### src/rtl/wdog_pkg.sv
package wdog_pkg;

    typedef enum logic [1:0] {
        WD_OFF     = 2'd0,
        WD_COUNT   = 2'd1,
        WD_EXPIRED = 2'd2
    } wd_state_e;

    // Terminal count for a period of ms milliseconds at hz ticks per second
    function automatic int unsigned term_ticks(input int unsigned hz, input int unsigned ms);
        return (hz * ms) / 1000;
    endfunction

endpackage

### src/rtl/wdog_prescale.sv
module wdog_prescale #(
    parameter int PS_W  = 7,
    parameter int SEL_W = 3
) (
    input  logic             clk,
    input  logic             rst_n,
    input  logic             run,
    input  logic             assigned,
    input  logic             restart,
    input  logic [SEL_W-1:0] sel,
    output logic             adv
);
    logic [PS_W-1:0] ps_q;
    logic [PS_W-1:0] mask;

    // Low sel bits of the prescale count must all be ones to advance
    for (genvar i = 0; i < PS_W; i++) begin : g_mask
        assign mask[i] = (i < int'(sel));
    end

    always_ff @(posedge clk or negedge rst_n) begin
        if (!rst_n)
            ps_q <= '0;
        else if (!run || !assigned || restart)
            ps_q <= '0;
        else
            ps_q <= ps_q + 1'b1;
    end

    always_comb begin
        if (!run)
            adv = 1'b0;
        else if (!assigned)
            adv = 1'b1;
        else
            adv = ((ps_q & mask) == mask);
    end

    // a restart leaves the prescale count at zero
    assert_ps_restart_R4: assert property (@(posedge clk) disable iff (!rst_n)
        restart |=> (ps_q == '0));

endmodule

### src/rtl/wdog_count.sv
module wdog_count #(
    parameter int unsigned TERM  = 18,
    parameter int          CNT_W = 5
) (
    input  logic clk,
    input  logic rst_n,
    input  logic run,
    input  logic adv,
    input  logic restart,
    output logic term_hit
);
    localparam logic [CNT_W-1:0] LAST = CNT_W'(TERM - 1);

    logic [CNT_W-1:0] cnt_q;

    assign term_hit = run && adv && !restart && (cnt_q == LAST);

    always_ff @(posedge clk or negedge rst_n) begin
        if (!rst_n)
            cnt_q <= '0;
        else if (!run || restart)
            cnt_q <= '0;
        else if (adv)
            cnt_q <= (cnt_q == LAST) ? '0 : cnt_q + 1'b1;
    end

    // the count stays below its terminal value
    assert_no_overflow_R2: assert property (@(posedge clk) disable iff (!rst_n)
        cnt_q < CNT_W'(TERM));

    // no counting while stopped
    assert_held_off_R9: assert property (@(posedge clk) disable iff (!rst_n)
        !run |=> (cnt_q == '0));

endmodule

### src/rtl/wdog_ctrl.sv
module wdog_ctrl
    import wdog_pkg::*;
(
    input  logic clk,
    input  logic rst_n,
    input  logic fuse_en,
    input  logic term_hit,
    input  logic sleep_strobe,
    input  logic core_asleep,
    output logic run,
    output logic timeout_pulse,
    output logic reset_req,
    output logic wake_req,
    output logic to_flag
);
    wd_state_e state_q, state_d;

    always_comb begin
        state_d = state_q;
        unique case (state_q)
            WD_OFF:     state_d = fuse_en ? WD_COUNT : WD_OFF;
            WD_COUNT:   state_d = !fuse_en ? WD_OFF : (term_hit ? WD_EXPIRED : WD_COUNT);
            WD_EXPIRED: state_d = !fuse_en ? WD_OFF : (term_hit ? WD_EXPIRED : WD_COUNT);
            default:    state_d = WD_OFF;
        endcase
    end

    always_ff @(posedge clk or negedge rst_n) begin
        if (!rst_n)
            state_q <= WD_OFF;
        else
            state_q <= state_d;
    end

    always_ff @(posedge clk or negedge rst_n) begin
        if (!rst_n)
            to_flag <= 1'b1;
        else if (sleep_strobe)
            to_flag <= 1'b1;
        else if (term_hit)
            to_flag <= 1'b0;
    end

    always_comb begin
        run           = (state_q != WD_OFF);
        timeout_pulse = (state_q == WD_EXPIRED);
        reset_req     = timeout_pulse && !core_asleep;
        wake_req      = timeout_pulse && core_asleep;
    end

    assert_single_pulse_R7: assert property (@(posedge clk) disable iff (!rst_n)
        timeout_pulse |=> !timeout_pulse);

    assert_flag_low_on_trip_R6: assert property (@(posedge clk) disable iff (!rst_n)
        (timeout_pulse && !$past(sleep_strobe)) |-> !to_flag);

    assert_sleep_sets_flag_R5: assert property (@(posedge clk) disable iff (!rst_n)
        sleep_strobe |=> to_flag);

    assert_fuse_blocks_R9: assert property (@(posedge clk) disable iff (!rst_n)
        !fuse_en |=> !timeout_pulse);

    assert_req_split_R8: assert property (@(posedge clk) disable iff (!rst_n)
        timeout_pulse |-> (reset_req != wake_req));

endmodule

### src/rtl/wdog_timer.sv
module wdog_timer
    import wdog_pkg::*;
#(
    parameter int unsigned TICK_HZ = 14222,
    parameter int          PS_W    = 7
) (
    input  logic       clk,
    input  logic       rst_n,
    input  logic       fuse_en,
    input  logic       clr_strobe,
    input  logic       sleep_strobe,
    input  logic       core_asleep,
    input  logic       ps_assign,
    input  logic [2:0] ps_sel,
    output logic       timeout_pulse,
    output logic       reset_req,
    output logic       wake_req,
    output logic       to_flag
);
    localparam int unsigned TERM  = term_ticks(TICK_HZ, 18);
    localparam int          CNT_W = (TERM > 2) ? $clog2(TERM) : 1;

    logic run, adv, restart, term_hit;

    assign restart = clr_strobe | sleep_strobe;

    wdog_prescale #(.PS_W(PS_W), .SEL_W(3)) u_pre (
        .clk      (clk),
        .rst_n    (rst_n),
        .run      (run),
        .assigned (ps_assign),
        .restart  (restart),
        .sel      (ps_sel),
        .adv      (adv)
    );

    wdog_count #(.TERM(TERM), .CNT_W(CNT_W)) u_cnt (
        .clk      (clk),
        .rst_n    (rst_n),
        .run      (run),
        .adv      (adv),
        .restart  (restart),
        .term_hit (term_hit)
    );

    wdog_ctrl u_ctl (
        .clk           (clk),
        .rst_n         (rst_n),
        .fuse_en       (fuse_en),
        .term_hit      (term_hit),
        .sleep_strobe  (sleep_strobe),
        .core_asleep   (core_asleep),
        .run           (run),
        .timeout_pulse (timeout_pulse),
        .reset_req     (reset_req),
        .wake_req      (wake_req),
        .to_flag       (to_flag)
    );

    initial begin
        assert_term_legal_R2: assert (TERM >= 2);
    end

endmodule

### config.mk
export PLATFORM = sky130hd
export DESIGN_NAME = wdog_timer
export DESIGN_NICKNAME = d
export VERILOG_FILES = /design/src/rtl/wdog_pkg.sv /design/src/rtl/wdog_prescale.sv /design/src/rtl/wdog_count.sv /design/src/rtl/wdog_ctrl.sv /design/src/rtl/wdog_timer.sv
export SDC_FILE = /design/constraint.sdc
export NUM_CORES = 1
export LEC_CHECK = 0
export ABC_AREA = 0
export BUFFER_PORTS_ARGS = -buffer_cell sky130_fd_sc_hd__buf_2
export CAP_MARGIN = 5
export CORE_MARGIN = 1
export CORE_UTILIZATION = 55
export DETAILED_ROUTE_END_ITERATION = 6
export PLACE_DENSITY = 0.77
export SLEW_MARGIN = 10
export SYNTH_ARGS = -nofsm -noshare
export SYNTH_HDL_FRONTEND = slang
export SYNTH_SLANG_ARGS = --single-unit
### constraint.sdc
create_clock -name clk -period 2.9 [get_ports clk]
set_input_delay 0.145 -clock clk [delete_from_list [all_inputs] [get_ports clk]]
set_output_delay 0.145 -clock clk [all_outputs]
set_load 0.02 [all_outputs]
==> summary.md, run 1 <==
| Metric | Value |
|---|---|
| Status | `finished clean` |
| Post-synthesis cell count | `107` |
| Largest net degree at the start of global routing | `19` |
| CP arrival | `2.36 ns` |
| Design area | `0.001160 mm²` |
| Grt total ovfl | `0` |
| Endpoints failing setup | `0` |
| FF-to-FF path depth | `7` |
| Buffers on Ports | `13` |
| Fraction of layout cells with a size suffix above 1 | `0.1870` |
| Synth Area in Adders | `0.07273` |
| Gp weighted congestion | `0.7540` |
| Synthesized area per cell | `9.647 µm²` |
| Tot GR Track Use | `0.2149` |
| Crit path kind | `reg2reg` |
| Max Slew Vio Count | `0` |
| Initial Util | `0.5914` |
| Setup_tns | `0 ns` |
| NumNets Final | `140` |
| Antenna Diode Count | `0` |
| Mux share of post-synthesis cell area | `0` |
| Initial antenna violation count | `0` |
| Max-slew headroom | `0.6443` |
| Yosys warnings | `0` |
| Via count | `845` |
| First-pass DRT Iterations | `6` |
| Async SR Flop Fraction | `1.000` |
| Synth Area in Simple Gates | `0.2303` |
| Syn nets | `123` |
| Commonest cells after routing, fill and taps aside | `17 x dfrtp_1, 13 x buf_2, 10 x nor2_1, 9 x nand2_1, 9 x o21ai_1` |
| Die H | `45.32 µm` |
| Max Clock Skew | `0.006151 ns` |
| Max frequency | `0.4597 GHz` |
| Sequential fraction of the synthesis area | `0.4376` |
| CTS tree | `built` |
| Cell taking the most area after synthesis | `dfrtp_1` |
| Root Buffer | `clkbuf_4` |
| Number of vias per cell | `5.709` |
| CP endpoint kind | `flip-flop` |
| Vias in the first global route | `782` |
| Synth area leaders | `dfrtp_1 41%, ha_1 7.3%, o31ai_2 4.8%, o21ai_1 4.4%, nor2_1 3.6%` |
| Post-CTS Repair Setup Buffers | `0` |
| Synthesis-stage register bit count | `18` |
| R2R Setup Slk | `0.72 ns` |
| H-Tree Depth | `1` |
| Crit Reg-Reg Endpoint | `u_cnt.cnt_q[2]` |
| Worst skew pair latency | `0.30 ns` |
| Main flop type after synthesis | `dfrtp_1` |
| Detailed Place HPWL | `1.471 mm` |
| Design Power | `444.3 µW` |
| Hold Crit Endpoint | `u_ctl.to_flag` |
| Hold Startpoint | `sleep_strobe` |
| Cell Rows | `15` |
| Die W | `45.32 µm` |
| Syn-to-layout area delta | `12.36%` |
| Detail Route Antenna Nets | `0` |
| Drt drc | `0` |
| Hold-critical path depth | `2` |
| Total of max-cap violations | `0` |
| Tcrit/Tclk final | `0.7502` |
| XOR/XNOR share of the synthesized area | `0.03394` |
| Yosys top cell area share | `0.4121` |
| First DRT Iteration DRCs | `38` |
| Number of synthesized flops with an enable pin | `0` |
| Reg clk slew, reported paths | `0.11 ns` |
| Placed Area | `0.001114 mm²` |
| Avg WL per Cell | `13.41 µm` |
| Clock Tree Buf Depth | `2` |
| Slew at the pin closest to its max-slew limit | `0.5299 ns` |
| Max FO, Critical Path | `11` |
| Cell area after synthesis | `0.001032 mm²` |
| WP data required | `3.08 ns` |
| # clock sinks | `18` |
| IO Pins | `14` |
| CTS Buf Count | `3` |
| Compound-cell area share of the yosys netlist | `0.1964` |
| RSZ-0062 raised after global routing | `no` |
| Hold Slack | `0.08218 ns` |
| Main combinational cell family by area after synthesis | `simple AND/OR/NAND/NOR gates` |
| Most common cell after layout, fill and taps aside | `dfrtp_1` |
| Worst IR drop on VDD | `410.8 µV` |
| Netlist cell types | `33` |
| Post-layout util | `0.6645` |
| Core Area | `0.001745 mm²` |
| Die area | `0.002054 mm²` |
| Beginning of the worst register-to-register path | `u_ctl.state_q[0]` |
| Post-layout min period | `2.175 ns` |
| Pwr per Cell Area | `383.0 mW/mm²` |
| First-pass GRT wire length | `3.167 mm` |
| Worst setup SP type | `flip-flop` |
| Final hold vios | `0` |
| Pleak | `0.5116 nW` |
| Total wire length | `1.985 mm` |
| Hold Path Class | `in2reg` |
==> report_power, final <==
group | internal [mW] | total, mW | leakage [nW] | switching [mW]
combinational | 0.0131 | 0.0333 | 0.245 | 0.0202
clock | 0.0765 | 0.156 | 0.0210 | 0.0790
sequential | 0.253 | 0.255 | 0.246 | 0.00234
total | 0.343 | 0.444 | 0.512 | 0.102
==> layout make-up <==
type | instances | area [µm²]
Sequential cell | 18 | 451.7
Fill cell | 138 | 585.6
Clock buffer | 4 | 36.28
Timing Repair Buffer | 14 | 75.07
Tap cell | 25 | 31.28
Multi-Input combinational cell | 83 | 550.5
Inverter | 4 | 15.01
==> kinds of logic (layout without fill, tap and decap cells) <==
group                      Yosys count  count (layout)
buffers and inverters                6              22
DFF                                 18              18
and+or+nand+nor                     46              46
xor gates and xnor gates             4               4
AOI/OAI and AO/OA                   27              27
adders and majority gates            6               6
==> what timing repair did <==
action	4_1_cts	5_1_grt
hold endpoints to repair	17	0
resized for setup	0	0
hold buffers	1	0
setup endpoints to repair	0	0
==> state kept, by name (all words and copies together) (netlist names) <==
name and cells:
u_ctl.to_flag 1, u_cnt.cnt_q 8, u_ctl.state_q 2, u_pre.ps_q 7
==> worst max-delay path by stage <==
stage	slack, ns	end	from
after floorplan	1.12	u_cnt.cnt_q[3]	u_ctl.state_q[0]
after global placement	0.85	u_cnt.cnt_q[2]	u_ctl.state_q[0]
after detailed placement	0.76	u_cnt.cnt_q[2]	u_ctl.state_q[0]
after CTS	0.73	u_cnt.cnt_q[2]	u_ctl.state_q[0]
after global routing	0.56	u_cnt.cnt_q[2]	u_ctl.state_q[0]
final	0.72	u_cnt.cnt_q[2]	u_ctl.state_q[0]
==> critical path, stage by stage (launching register included) <==
cell	delay [ns]
dfrtp_1	0.37
inv_1	0.07
ha_1	0.21
nor3_1	0.38
and2_1	0.19
o41a_1	0.40
or2_1	0.33
o21ai_1	0.11
==> through the flow <==
| step | cells | setup slack [ns] |
|---|---|---|
| after floorplan | 107 | 1.124 |
| final | 148 | 0.7245 |
| after detailed placement | 143 | 0.7622 |
| after CTS | 148 | 0.7335 |
| after global routing | 148 | 0.5563 |
| after global placement | 143 | 0.8463 |
==> per-layer routing <==
layer,GRT usage,wire length [µm]
met5,0,0
met4,0.06061,15
met3,0.04800,74
met2,0.3710,994
met1,0.2687,901
==> cell usage after synthesis, types with 2 or more instances <==
master    count
and3_1        2
o31ai_2       4
nor2b_1       4
nand3_1       7
inv_1         4
xor2_1        2
xnor2_1       2
nand4_1       3
nand2_1       9
dfrtp_1      17
o21ai_1       9
and2_1        2
ha_1          6
o21a_1        2
a21oi_1       5
nand2b_1      3
nor2_1       10
No activity file was read; power rests on OpenSTA's default activity.
==> inputs of run 2 (changes only) <==
--- a/config.mk
+++ b/config.mk
@@ -9,9 +9,9 @@
 export BUFFER_PORTS_ARGS = -buffer_cell sky130_fd_sc_hd__buf_2
 export CAP_MARGIN = 5
 export CORE_MARGIN = 1
-export CORE_UTILIZATION = 55
+export CORE_UTILIZATION = 50
 export DETAILED_ROUTE_END_ITERATION = 6
-export PLACE_DENSITY = 0.77
+export PLACE_DENSITY = 0.74
 export SLEW_MARGIN = 10
 export SYNTH_ARGS = -nofsm -noshare
 export SYNTH_HDL_FRONTEND = slang
==> constraint.sdc (replaced) <==
create_clock -name clk -period 1.8 [get_ports clk]
set_input_delay 0.09 -clock clk [delete_from_list [all_inputs] [get_ports clk]]
set_output_delay 0.09 -clock clk [all_outputs]
set_load 0.02 [all_outputs]
==> run 2 against run 1 <==
Against the previous run: clock power is 63% higher; final area is 3.1% higher; sequential share of layout area is 1.2 points lower; sequential power is 62% higher; clock skew hardly changed; highest routed layer unchanged; utilization is 4.9 points lower.
==> summary.md, run 2 (same netlist as run 1, synthesis figures left out) <==
| Metric | Value |
|---|---|
| Buffers on Ports | `13 (unchanged)` |
| Beginning of the worst register-to-register path | `u_ctl.state_q[1] (was u_ctl.state_q[0])` |
| Via count | `833 (was 845)` |
| Hold Startpoint | `sleep_strobe (unchanged)` |
| Hold Crit Endpoint | `u_ctl.to_flag (unchanged)` |
| First-pass DRT Iterations | `4 (was 6)` |
| Fill cells | `178 (was 138)` |
| Antenna Diode Count | `0 (unchanged)` |
| Post-route setup slack | `0.09782 ns (was 0.7245 ns)` |
| Die W | `47.44 µm (was 45.32 µm)` |
| Number of vias per cell | `5.444 (was 5.709)` |
| Max FFs per register | `8 (unchanged)` |
| Area occupied by multi-input gates | `561.8 µm² (was 550.5 µm²)` |
| Root Buffer | `clkbuf_4 (unchanged)` |
| Vias in the first global route | `737 (was 782)` |
| Gp weighted congestion | `0.7276 (was 0.7540)` |
| Cell Rows | `16 (was 15)` |
| Grt total ovfl | `0 (unchanged)` |
| Design area | `0.001196 mm² (was 0.001160 mm²)` |
| Max frequency | `0.5875 GHz (was 0.4597 GHz)` |
| Syn-to-layout area delta | `15.88% (was 12.36%)` |
| Placed Area | `0.001139 mm² (was 0.001114 mm²)` |
| Pre-CTS WS | `0.03877 ns (was 0.7622 ns)` |
| Detailed Place HPWL | `1.461 mm (was 1.471 mm)` |
| Hold-critical path depth | `2 (unchanged)` |
| Crit Reg-Reg Endpoint | `u_cnt.cnt_q[3] (was u_cnt.cnt_q[2])` |
| Total wire length | `1.953 mm (was 1.985 mm)` |
| Tot GR Track Use | `0.1945 (was 0.2149)` |
| IO Pins | `14 (unchanged)` |
| CTS Buf Count | `3 (unchanged)` |
| Pwr per Cell Area | `605.0 mW/mm² (was 383.0 mW/mm²)` |
| Storage element area | `451.7 µm² (unchanged)` |
| Fraction of layout cells with a size suffix above 1 | `0.2381 (was 0.1870)` |
| Biggest register | `u_cnt.cnt_q (unchanged)` |
| Post-CTS Repair Setup Buffers | `0 (unchanged)` |
| Final hold vios | `0 (unchanged)` |
| Pleak | `0.5265 nW (was 0.5116 nW)` |
| H-Tree Depth | `1 (unchanged)` |
| Avg WL per Cell | `12.76 µm (was 13.41 µm)` |
| Post-layout min period | `1.702 ns (was 2.175 ns)` |
| Initial antenna violation count | `0 (unchanged)` |
| R2R Setup Slk | `0.1 ns (was 0.72 ns)` |
| Max-slew headroom | `0.7346 (was 0.6443)` |
| # clock sinks | `18 (unchanged)` |
| Max FO, Critical Path | `6 (was 11)` |
| Total placed cells including tap cells | `148 (was 143)` |
| Die area | `0.002250 mm² (was 0.002054 mm²)` |
| Setup_tns | `0 ns (unchanged)` |
| Max Clock Skew | `0.005833 ns (was 0.006151 ns)` |
| Non-filler cells, final | `153 (was 148)` |
| Hold Path Class | `in2reg (unchanged)` |
| Reg clk slew, reported paths | `0.11 ns (about the same)` |
| Max Slew Vio Count | `0 (unchanged)` |
| FF-to-FF path depth | `8 (was 7)` |
| Endpoints failing setup | `0 (unchanged)` |
| Commonest cells after routing, fill and taps aside | `17 x dfrtp_1, 13 x buf_2, 10 x nor2_1, 9 x nand2_1, 9 x o21ai_1 (unchanged)` |
| Registers with the most flip-flops | `u_cnt.cnt_q (8), u_pre.ps_q (7), u_ctl.state_q (2) (unchanged)` |
| Die H | `47.44 µm (was 45.32 µm)` |
| Status | `finished clean (unchanged)` |
| WP data required | `2.01 ns (was 3.08 ns)` |
| Post-layout util | `0.6160 (was 0.6645)` |
| Worst IR drop on VDD | `319.5 µV (was 410.8 µV)` |
| CTS tree | `built (unchanged)` |
| Detail Route Antenna Nets | `0 (unchanged)` |
| Worst setup SP type | `flip-flop (unchanged)` |
| Slew at the pin closest to its max-slew limit | `0.3982 ns (was 0.5299 ns)` |
| Crit path kind | `reg2reg (unchanged)` |
| Largest net degree at the start of global routing | `19 (unchanged)` |
| NumNets Final | `143 (was 140)` |
| Worst skew pair latency | `0.30 ns (about the same)` |
| Clock Tree Buf Depth | `2 (unchanged)` |
| CP arrival | `1.92 ns (was 2.36 ns)` |
| Tcrit/Tclk final | `0.9457 (was 0.7502)` |
| CP endpoint kind | `flip-flop (unchanged)` |
| Drt drc | `0 (unchanged)` |
| Initial Util | `0.5316 (was 0.5914)` |
| Total of max-cap violations | `0 (unchanged)` |
| First-pass GRT wire length | `3.049 mm (was 3.167 mm)` |
| Most common cell after layout, fill and taps aside | `dfrtp_1 (unchanged)` |
| First DRT Iteration DRCs | `11 (was 38)` |
| Core Area | `0.001942 mm² (was 0.001745 mm²)` |
-- run 2: changes by cell type in the layout (fill, tap and decap cells not counted), sizes merged --
cell  before  now
buf       13   16
-- run 2: power by group --
part	leakage (nW)	switching [mW]	internal, mW
combinational	0.260	0.0318	0.0254
clock	0.0210	0.131	0.123
sequential	0.246	0.00390	0.408
total	0.526	0.167	0.557
-- run 2: routing by layer --
| metal | track usage | share of wire | up-vias |
|---|---|---|---|
| met5 | 0 | 0 | - |
| met4 | 0.08571 | 0.012 | 0 |
| met3 | 0.03396 | 0.028 | 4 |
| met2 | 0.3342 | 0.50 | 17 |
| met1 | 0.2381 | 0.46 | 388 |
| li1 | - | - | 424 |
-- run 2: metrics by stage --
step	power (mW)	hold slack, ns
6_report	0.7236	0.01199
5_1_grt	0.7597	0.0009450
4_1_cts	0.7309	0.001826
3_5_place_dp	0.4736	0.04313
3_3_place_gp	0.4718	0.04004
2_1_floorplan	0.4462	-0.2056
-- run 2: critical path: stages (launching register included) --
cell	delay (ns)
dfrtp_1	0.42
inv_1	0.07
ha_2	0.17
nor3_1	0.05
buf_4	0.15
and2_1	0.15
o41a_1	0.12
or2_4	0.28
o31ai_2	0.21
-- run 2: what timing repair did --
action | 4_1_cts | 5_1_grt
hold endpoints to repair | 17 | 0
setup endpoints to repair | 0 | 7
resized for setup | 0 | 4
hold buffers | 1 | 0
-- run 2: worst max-delay path by stage --
stage	cells after the start	endpoint	start
after global routing	8	u_ctl.state_q[1]	u_ctl.state_q[1]
after floorplan	7	u_cnt.cnt_q[3]	u_ctl.state_q[0]
after CTS	8	u_cnt.cnt_q[3]	u_ctl.state_q[0]
after global placement	8	u_cnt.cnt_q[3]	u_ctl.state_q[1]
final	8	u_cnt.cnt_q[3]	u_ctl.state_q[1]
after detailed placement	8	u_cnt.cnt_q[5]	u_ctl.state_q[0]
-- run 2: cell type report --
class                      instances  area share
clock buffer                       4     0.03033
tap                               27     0.02824
inverter                           4     0.01255
sequential                        18      0.3776
multi-input combinational         83      0.4697
timing repair buffer              17     0.08159
==> inputs of run 3 (changes only) <==
--- a/config.mk
+++ b/config.mk
@@ -6,12 +6,13 @@
 export NUM_CORES = 1
 export LEC_CHECK = 0
 export ABC_AREA = 0
-export BUFFER_PORTS_ARGS = -buffer_cell sky130_fd_sc_hd__buf_2
 export CAP_MARGIN = 5
 export CORE_MARGIN = 1
-export CORE_UTILIZATION = 50
+export CORE_UTILIZATION = 54
 export DETAILED_ROUTE_END_ITERATION = 6
-export PLACE_DENSITY = 0.74
+export DONT_BUFFER_PORTS = 1
+export PLACE_DENSITY = 0.72
+export SETUP_SLACK_MARGIN = 0.3
 export SLEW_MARGIN = 10
 export SYNTH_ARGS = -nofsm -noshare
 export SYNTH_HDL_FRONTEND = slang
==> run 3 against run 2 <==
Against the previous run: sequential cell count stayed put; non-clock buffer count is 5 higher; maximum frequency is 1.0% higher; sequential power hardly changed; clock skew is 0.0042 ns higher; clock-buffer cell count stayed put; via count is 4.7% higher; setup slack better by 0.017 ns; hold slack better by 0.027 ns; sequential share of layout area is 4.1 points lower; final area is 12% higher; critical path depth stayed put; critical path type unchanged; largest cell class unchanged.
==> summary.md, run 3 (same netlist as run 1, synthesis figures left out) <==
| Metric | Value |
|---|---|
| Status | `finished clean (unchanged)` |
| Largest net degree at the start of global routing | `19 (unchanged)` |
| Via count | `872 (was 833)` |
| CTS tree | `built (unchanged)` |
| Sw frac | `0.2329 (was 0.2309)` |
| Setup_tns | `0 ns (unchanged)` |
| Die W | `45.72 µm (was 47.44 µm)` |
| Grt total ovfl | `0 (unchanged)` |
| WP data required | `2.02 ns (was 2.01 ns)` |
| Max Clock Skew | `0.01004 ns (was 0.005833 ns)` |
| Slew at the pin closest to its max-slew limit | `0.8100 ns (was 0.3982 ns)` |
| First-pass DRT Iterations | `4 (unchanged)` |
| IO Pins | `14 (unchanged)` |
| Die H | `45.72 µm (was 47.44 µm)` |
| Biggest register | `u_cnt.cnt_q (unchanged)` |
| Hold Path Class | `in2reg (unchanged)` |
| Root Buffer | `clkbuf_4 (unchanged)` |
| Non-filler cells, final | `156 (was 153)` |
| Max-slew headroom | `0.4582 (was 0.7346)` |
| Hold Slack | `0.03949 ns (was 0.01199 ns)` |
| CP endpoint kind | `flip-flop (unchanged)` |
| Gate power share | `0.102 (was 0.079)` |
| Die area | `0.002090 mm² (was 0.002250 mm²)` |
| Initial antenna violation count | `0 (unchanged)` |
| Clock share of power | `0.345 (was 0.352)` |
| Syn-to-layout area delta | `29.94% (was 15.88%)` |
| Final hold vios | `0 (unchanged)` |
| Gp weighted congestion | `0.7829 (was 0.7276)` |
| Commonest cells after routing, fill and taps aside | `17 x dfrtp_1, 15 x buf_4, 10 x nor2_1 (was 17 x dfrtp_1, 13 x buf_2, 10 x nor2_1, 9 x nand2_1, 9 x o21ai_1)` |
| RSZ-0062 raised after global routing | `yes` |
| Crit path kind | `reg2reg (unchanged)` |
| Max Slew Vio Count | `0 (unchanged)` |
| Flop pwr share | `0.552 (was 0.569)` |
| Clock Tree Buf Depth | `2 (unchanged)` |
| NumNets Final | `148 (was 143)` |
| Total placed cells including tap cells | `134 (was 148)` |
| Worst skew pair latency | `0.31 ns (was 0.30 ns)` |
| Core Area | `0.001764 mm² (was 0.001942 mm²)` |
| Worst setup SP type | `flip-flop (unchanged)` |
| Buffers on Ports | `0 (was 13)` |
| Net Sw Power | `173.1 µW (was 167.1 µW)` |
| Endpoints failing setup | `0 (unchanged)` |
| Registers with the most flip-flops | `u_cnt.cnt_q (8), u_pre.ps_q (7), u_ctl.state_q (2) (unchanged)` |
| Tcrit/Tclk final | `0.9362 (was 0.9457)` |
| Total wire length | `2.273 mm (was 1.953 mm)` |
| Post-layout min period | `1.685 ns (was 1.702 ns)` |
| Cell Rows | `15 (was 16)` |
| Pint | `570.0 µW (was 556.6 µW)` |
| Pwr per Cell Area | `554.1 mW/mm² (was 605.0 mW/mm²)` |
| Total of max-cap violations | `0 (unchanged)` |
| Max FFs per register | `8 (unchanged)` |
| Worst IR drop on VDD | `415.2 µV (was 319.5 µV)` |
| Fraction of layout cells with a size suffix above 1 | `0.3206 (was 0.2381)` |
| Avg WL per Cell | `14.57 µm (was 12.76 µm)` |
| CP arrival | `1.91 ns (was 1.92 ns)` |
| First DRT Iteration DRCs | `21 (was 11)` |
| Detailed Place HPWL | `1.449 mm (was 1.461 mm)` |
| Most common cell after layout, fill and taps aside | `dfrtp_1 (unchanged)` |
| Detail Route Antenna Nets | `0 (unchanged)` |
| Max frequency | `0.5934 GHz (was 0.5875 GHz)` |
| Vias in the first global route | `868 (was 737)` |
| CTS Buf Count | `3 (unchanged)` |
| Reg clk slew, reported paths | `0.11 ns (about the same)` |
| H-Tree Depth | `1 (unchanged)` |
| Pleak | `0.5743 nW (was 0.5265 nW)` |
| Tot GR Track Use | `0.2540 (was 0.1945)` |
| Drt drc | `0 (unchanged)` |
| # clock sinks | `18 (unchanged)` |
| First-pass GRT wire length | `3.657 mm (was 3.049 mm)` |
| Initial Util | `0.5851 (was 0.5316)` |
| Antenna Diode Count | `0 (unchanged)` |
| Max FO, Critical Path | `6 (unchanged)` |
| Number of vias per cell | `5.590 (was 5.444)` |
-- run 3: timing repair --
item	CTS	global route
hold buffers	4	0
endpoints found under the setup margin	11	16
hold endpoints to repair	22	0
pin swaps	7	7
setup buffers	11	2
gates resized for setup	10	9
cloned	0	1
-- run 3: path summary, 6_finish.rpt --
kind                                       start        endpoint  slack [ns]  depth (start not counted)
worst max-delay path            u_ctl.state_q[0]  u_cnt.cnt_q[4]        0.11                          8
worst min-delay path                   ps_assign   u_pre.ps_q[6]        0.04                          2
worst max register to register  u_ctl.state_q[0]  u_cnt.cnt_q[4]        0.11                          8
worst min register to register    u_cnt.cnt_q[7]  u_cnt.cnt_q[7]        0.53                          1
max in group asynchronous                  rst_n   u_pre.ps_q[3]        0.99                          1
min in group asynchronous                  rst_n   u_pre.ps_q[6]        0.30                          1
-- run 3: area by class of cell --
| cell class | instances | area, µm² |
|---|---|---|
| Sequential cell | 18 | 451.7 |
| Timing Repair Buffer | 22 | 186.4 |
| Multi-Input combinational cell | 83 | 620.6 |
| Inverter | 4 | 15.01 |
| Tap cell | 25 | 31.28 |
| Clock buffer | 4 | 36.28 |
| Fill cell | 128 | 422.9 |
-- run 3: layer usage --
layer  share of wire  up-vias  global-route usage
met4           0.025        0              0.1353
met5               0        -                   0
li1                -      429                   -
met1            0.43      416              0.2817
met2            0.52       20              0.4514
met3           0.030        7             0.05159
-- run 3: power by group through the flow --
stage | clock [mW] | combinational, mW | sequential [mW]
after global placement | 0 | 0.0373 | 0.418
final | 0.257 | 0.0761 | 0.410
after floorplan | 0 | 0.0307 | 0.419
after global routing | 0.279 | 0.0841 | 0.411
after detailed placement | 0 | 0.0388 | 0.418
after CTS | 0.261 | 0.0700 | 0.410
-- run 3: worst max-delay path, cell delays in order (launching register included) --
cell and delay, ns:
dfrtp_1 0.41, inv_2 0.09, ha_4 0.15, nor3_4 0.04, buf_6 0.11, and2_4 0.14
o41a_1 0.15, or2_4 0.30, o31ai_2 0.21
-- run 3: stage by stage --
stage	worst slack (ns)	util	area, µm²	power [mW]
detailed placement	0.07625	0.6220	1097	0.4571
floorplan	0.2075	-	1055	0.4492
global placement	0.1209	0.6220	1097	0.4553
CTS	0.1689	0.7326	1292	0.7417
global route	0.05694	0.7603	1341	0.7738
finish	0.1149	0.7603	1341	0.7431
